<file path="src/rtl/wkup_pkg.sv">
package wkup_pkg;
  localparam int unsigned WORD_W   = 32;
  localparam int unsigned WORD_LSB = 5;  // log2(WORD_W)
endpackage

</file>
<file path="src/rtl/wkup_sync.sv">
module wkup_sync #(
  parameter int unsigned WIDTH = 128
) (
  input  logic             clk_i,
  input  logic             rst_ni,
  input  logic [WIDTH-1:0] d_i,
  output logic [WIDTH-1:0] q_o
);
  logic [WIDTH-1:0] meta_q, sync_q;

  always_ff @(posedge clk_i or negedge rst_ni) begin
    if (!rst_ni) begin
      meta_q <= '0;
      sync_q <= '0;
    end else begin
      meta_q <= d_i;
      sync_q <= meta_q;
    end
  end

  assign q_o = sync_q;
endmodule

</file>
<file path="src/rtl/wkup_regs.sv">
module wkup_regs
  import wkup_pkg::*;
#(
  parameter int unsigned NUM_LINES  = 128,
  parameter int unsigned NUM_CPUS   = 2,
  parameter int unsigned ADDR_W     = 12,
  parameter int unsigned CPU_STRIDE = 'h400
) (
  input  logic                               clk_i,
  input  logic                               rst_ni,
  input  logic                               wr_en_i,
  input  logic [ADDR_W-1:0]                  addr_i,
  input  logic [WORD_W-1:0]                  wdata_i,
  output logic [WORD_W-1:0]                  rdata_o,
  output logic                               hit_o,
  output logic [NUM_CPUS-1:0][NUM_LINES-1:0] en_o
);
  localparam int unsigned REGS      = NUM_LINES / WORD_W;
  localparam int unsigned REG_W     = (REGS > 1) ? $clog2(REGS) : 1;
  localparam int unsigned CPU_W     = (NUM_CPUS > 1) ? $clog2(NUM_CPUS) : 1;
  localparam int unsigned BANK_SPAN = REGS * 4;

  logic [ADDR_W-1:0] cpu_sel, bank_off;
  logic [CPU_W-1:0]  cpu_idx;
  logic [REG_W-1:0]  reg_idx;

  assign cpu_sel  = addr_i / ADDR_W'(CPU_STRIDE);
  assign bank_off = addr_i % ADDR_W'(CPU_STRIDE);
  assign cpu_idx  = cpu_sel[CPU_W-1:0];
  assign reg_idx  = bank_off[REG_W+1:2];
  assign hit_o    = (cpu_sel < ADDR_W'(NUM_CPUS)) && (bank_off[1:0] == 2'b00)
                    && (bank_off < ADDR_W'(BANK_SPAN));

  for (genvar c = 0; c < NUM_CPUS; c++) begin : g_cpu
    for (genvar r = 0; r < REGS; r++) begin : g_reg
      logic [WORD_W-1:0] word_q;
      always_ff @(posedge clk_i or negedge rst_ni) begin
        if (!rst_ni) word_q <= '0;
        else if (wr_en_i && hit_o && cpu_idx == CPU_W'(c) && reg_idx == REG_W'(r))
          word_q <= wdata_i;
      end
      assign en_o[c][r*WORD_W +: WORD_W] = word_q;
    end
  end

  always_comb begin
    rdata_o = '0;
    if (hit_o) rdata_o = en_o[cpu_idx][{reg_idx, WORD_LSB'(0)} +: WORD_W];
  end
endmodule

</file>
<file path="src/rtl/wkup_reduce.sv">
module wkup_reduce #(
  parameter int unsigned NUM_LINES = 128,
  parameter int unsigned NUM_CPUS  = 2
) (
  input  logic                               clk_i,
  input  logic                               rst_ni,
  input  logic [NUM_LINES-1:0]               irq_s_i,
  input  logic [NUM_CPUS-1:0][NUM_LINES-1:0] en_i,
  output logic [NUM_CPUS-1:0]                wake_o
);
  for (genvar c = 0; c < NUM_CPUS; c++) begin : g_cpu
    logic wake_q;
    always_ff @(posedge clk_i or negedge rst_ni) begin
      if (!rst_ni) wake_q <= 1'b0;
      else         wake_q <= |(irq_s_i & en_i[c]);
    end
    assign wake_o[c] = wake_q;
  end
endmodule

</file>
<file path="src/rtl/wkup_gen.sv">
module wkup_gen
  import wkup_pkg::*;
#(
  parameter int unsigned NUM_LINES  = 128,
  parameter int unsigned NUM_CPUS   = 2,
  parameter int unsigned ADDR_W     = 12,
  parameter int unsigned CPU_STRIDE = 'h400
) (
  input  logic                 clk_i,
  input  logic                 rst_ni,
  input  logic [NUM_LINES-1:0] irq_i,
  output logic [NUM_LINES-1:0] irq_o,
  input  logic                 wr_en_i,
  input  logic [ADDR_W-1:0]    addr_i,
  input  logic [WORD_W-1:0]    wdata_i,
  output logic [WORD_W-1:0]    rdata_o,
  output logic [NUM_CPUS-1:0]  wake_o
);
  logic [NUM_LINES-1:0]               irq_sync;
  logic [NUM_CPUS-1:0][NUM_LINES-1:0] en_bits;
  logic                               reg_hit;

  assign irq_o = irq_i;

  wkup_sync #(.WIDTH(NUM_LINES)) u_sync (
    .clk_i(clk_i), .rst_ni(rst_ni), .d_i(irq_i), .q_o(irq_sync)
  );

  wkup_regs #(
    .NUM_LINES(NUM_LINES), .NUM_CPUS(NUM_CPUS),
    .ADDR_W(ADDR_W), .CPU_STRIDE(CPU_STRIDE)
  ) u_regs (
    .clk_i(clk_i), .rst_ni(rst_ni), .wr_en_i(wr_en_i), .addr_i(addr_i),
    .wdata_i(wdata_i), .rdata_o(rdata_o), .hit_o(reg_hit), .en_o(en_bits)
  );

  wkup_reduce #(.NUM_LINES(NUM_LINES), .NUM_CPUS(NUM_CPUS)) u_reduce (
    .clk_i(clk_i), .rst_ni(rst_ni), .irq_s_i(irq_sync), .en_i(en_bits), .wake_o(wake_o)
  );
endmodule

</file>
<file path="config.mk">
export PLATFORM = sky130hd
export DESIGN_NAME = wkup_gen
export DESIGN_NICKNAME = d
export VERILOG_FILES = /design/src/rtl/wkup_pkg.sv /design/src/rtl/wkup_sync.sv /design/src/rtl/wkup_regs.sv /design/src/rtl/wkup_reduce.sv /design/src/rtl/wkup_gen.sv
export SDC_FILE = /design/constraint.sdc
export NUM_CORES = 1
export LEC_CHECK = 0
export BUFFER_PORTS_ARGS = -buffer_cell sky130_fd_sc_hd__buf_2
export CAP_MARGIN = 20
export CORE_MARGIN = 10
export CORE_UTILIZATION = 45
export DETAILED_ROUTE_END_ITERATION = 12
export GPL_TIMING_DRIVEN = 0
export HOLD_SLACK_MARGIN = 0.12
export PLACE_DENSITY = 0.66
export SLEW_MARGIN = 25
export SYNTH_ARGS = -nofsm -noshare
export SYNTH_HDL_FRONTEND = slang
export SYNTH_HIERARCHICAL = 1
export SYNTH_SLANG_ARGS = --single-unit
export TNS_END_PERCENT = 5
</file>
<file path="constraint.sdc">
create_clock -name clk_i -period 2.7 [get_ports clk_i]
set_input_delay 0.135 -clock clk_i [delete_from_list [all_inputs] [get_ports clk_i]]
set_output_delay 0.135 -clock clk_i [all_outputs]
set_load 0.03 [all_outputs]
</file>
==> flow_metrics.tcl <==
set metrics [dict create \
    status "finished with violations" \
    violations "setup timing" \
    grt_pass1_vias 15111 \
    synth_commonest_cells "dfrtp_1, mux2_2, buf_4" \
    crit_type "primary input to primary output" \
    ant_nets 0 \
    cts.sinks 514 \
    clk_pin_slew_ns 0.06 \
    place_area_sq_um 23400 \
    arrival_ns 2.57 \
    hpwlAfterDp_mm 46.9 \
    numCtsBuffers 53 \
    die_w_microns 235 \
    grt_pass1_wl_mm 100 \
    muxShareOfSynthArea 0.206 \
    drive_above_1_share 0.439 \
    chipHeight_microns 235 \
    cts_tree "done" \
    synth_ff_type "dfrtp_1" \
    seq_area_frac_synth 0.617 \
    drcViolationCount 0 \
    endpoint_kind "primary output" \
    ys_types 35 \
    start_util 0.457 \
    hold_violations 0 \
    fin_tns_setup_ns -0.00963 \
    syn_inst 1362 \
    top_layer "met5" \
    synth-edff-count 0 \
    ys_ff_latch 514 \
    post-route-min-period_ns 2.71 \
    setup_ws_ns -0.00963 \
    period_share 1.00 \
    maxCapViolations 0 \
    met3_length_mm 5.86 \
    synthSimpleGateAreaFrac 0.0319 \
    synth_top_area_cell "dfrtp_1" \
    io_pins 337 \
    cpMostUsedCell "buf_2" \
    clock_path_buffers 3 \
    pwr_density_cell_nw_per_um2 636 \
    place_congestion 0.909 \
    drt-total-wl_mm 67.8 \
    viasPerCell 5.53 \
    worstSkewPairLatency_ns 0.60 \
    die_area_sq_um 55300 \
    crit_path_start_kind "primary input" \
    core_sq_um 45600 \
    syn_nets 1537 \
    synthDominantCellAreaShare 0.617 \
    multiInputGateArea_sq_um 6530 \
    final.fill_count 3533 \
    final_nets 2098 \
    cp.required_ns 2.57 \
    vdd_drop_max_v 0.000435 \
    synth-compound-area-share 0.0749 \
    crit_fanout 10 \
    skew_ns 0.0225 \
    synthTopCellsByArea "dfrtp_1, mux2_2, mux2i_1, buf_4, a22oi_1" \
    synth_xor_area_frac 0 \
    yosysWarnings 6 \
    rrSetupSlack_ns 0.07 \
    firstDrtPassIters 5 \
    avgSynthCellArea_sq_um 15.3 \
    postCtsSetupBuffers 0 \
    vias 14200 \
    rsz0062_at_grt "no" \
    tightest_slew_ns 1.14 \
    io_buffers 336 \
    fp-row-count 78 \
    synth_fa_ha_area_frac 0 \
    synth_top_family_by_area "multiplexers" \
    slew_headroom 0.242 \
    ys_async_sr_fraction 1.00 \
    max_stage_delay_ns 0.60 \
    drt-met1-wl_mm 28.3 \
    area_growth_pct 29.3 \
    power_leakage_nw 13.4 \
    clock-root-buffer "clkbuf_16" \
    final_area_sq_um 26900 \
    antenna_found_initial 3 \
    critical-path-slowest-cell "nor3_1" \
    grt_use_total 0.239 \
    syn_area_sq_um 20800 \
    wl_met2_mm 31.9 \
    path_cells "buf_2, or4_4, buf_6, nor3_1, clkbuf_2, and3_1, buf_2" \
    drt-initial-drc-count 1399 \
    grt_max_degree 99 \
    setup_viol_count_final 1 \
    synth.most_common_cell "dfrtp_1" \
    drt-wirelength-per-cell_microns 26.4 \
    seq_area_sq_um 12900 \
    worstHoldPathType "primary input to asynchronous set/reset pin" \
    htree_levels 2 \
    finalMaxSlewViolations 0 \
    max_freq_mhz 369 \
    grt_overflow_total 0 \
]
[sequential cells by signal (all words and copies together) (netlist names)]
register and cells:
u_sync/meta_q 128, u_sync/q_o 128, u_regs/g_cpu.g.word_q 256, u_reduce/g_cpu.wake_q 2
[stage by stage]
step	std cells	power, mW	setup slack (ns)	utilization	hold WS [ns]
3_3_place_gp	2298	9.37	-8.56	0.511	0.257
6_report	2567	17.1	-0.00963	0.591	0.160
4_1_cts	2566	17.3	0.0174	0.591	0.125
5_1_grt	2567	17.7	0.0673	0.591	0.163
2_1_floorplan	1362	8.73	0.768	-	-0.161
3_5_place_dp	2303	9.41	-0.0733	0.514	0.0590
[per-layer routing]
metal,vias to the layer above,track usage
met4,4,0.0635
met5,-,0
li1,6077,-
met1,7338,0.321
met2,657,0.384
met3,124,0.0542
[power breakdown]
| part | switching (mW) | leakage, nW | internal, mW |
|---|---|---|---|
| Clock | 3.08 | 0.895 | 4.57 |
| Combinational | 0.821 | 5.90 | 0.593 |
| Sequential | 0.139 | 6.58 | 7.92 |
[critical path, delay by kind of cell]
kind,cells,cell delay [ns]
buffers and inverters,4,0.97
AND/OR/NAND/NOR,3,1.45
[cells by family (layout without fill, tap and decap cells)]
group | count (synthesis) | count (layout)
AND/OR/NAND/NOR | 84 | 84
buffers and inverters | 189 | 793
other | 0 | 1
AO/OA/AOI/OAI | 190 | 190
multiplexers | 385 | 385
flip-flops | 514 | 514
[final cells by class]
type                       instances  area share
tap                              600      0.0279
sequential                       514       0.478
clock buffer                      70      0.0554
multi-input combinational        659       0.242
antenna                            1   0.0000929
timing repair buffer             506       0.130
clock inverter                    28      0.0132
buffer                           189      0.0539
[path summary, 6_finish.rpt]
check / startpoint / to / cells after the start
worst max-delay path: addr_i[6] / rdata_o[25] / 7
worst min-delay path: rst_ni / u_sync/meta_q[93] / 3
worst max register to register: u_sync/q_o[49] / u_reduce/g_cpu[0].wake_q / 5
worst min register to register: u_sync/meta_q[75] / u_sync/q_o[75] / 0
max in group asynchronous: rst_ni / u_sync/meta_q[74] / 4
min in group clk_i: addr_i[3] / u_regs/g_cpu[0].g_reg[0].word_q[24] / 4
[placed cells by master, fill, tap and decap left out, types with 4 or more instances in the layout]
cell	Yosys	layout
mux2_4	30	30
a22o_1	46	46
clkbuf_1	16	21
a22oi_1	94	94
mux2_2	212	212
clkinv_4	0	4
dlygate4sd3_1	0	164
buf_4	130	130
clkbuf_8	2	10
clkinv_2	0	10
nor4_4	8	8
mux2i_1	128	128
mux2_1	14	14
buf_6	22	22
buf_16	0	5
a221oi_1	46	46
clkinvlp_4	0	6
nand4_1	21	21
buf_8	3	4
clkbuf_16	0	54
and3_1	31	31
bufinv_16	0	7
nor3_1	5	5
dfrtp_1	514	514
buf_2	11	348
[repair_timing]
| item | 4_1_cts | 5_1_grt |
|---|---|---|
| setup endpoints to repair | 19 | 10 |
| endpoints found under the hold margin | 808 | 0 |
| gates cloned | 0 | 0 |
| resized for setup | 2 | 2 |
| hold buffers | 165 | 0 |
Power figures use the tool's default switching activity.
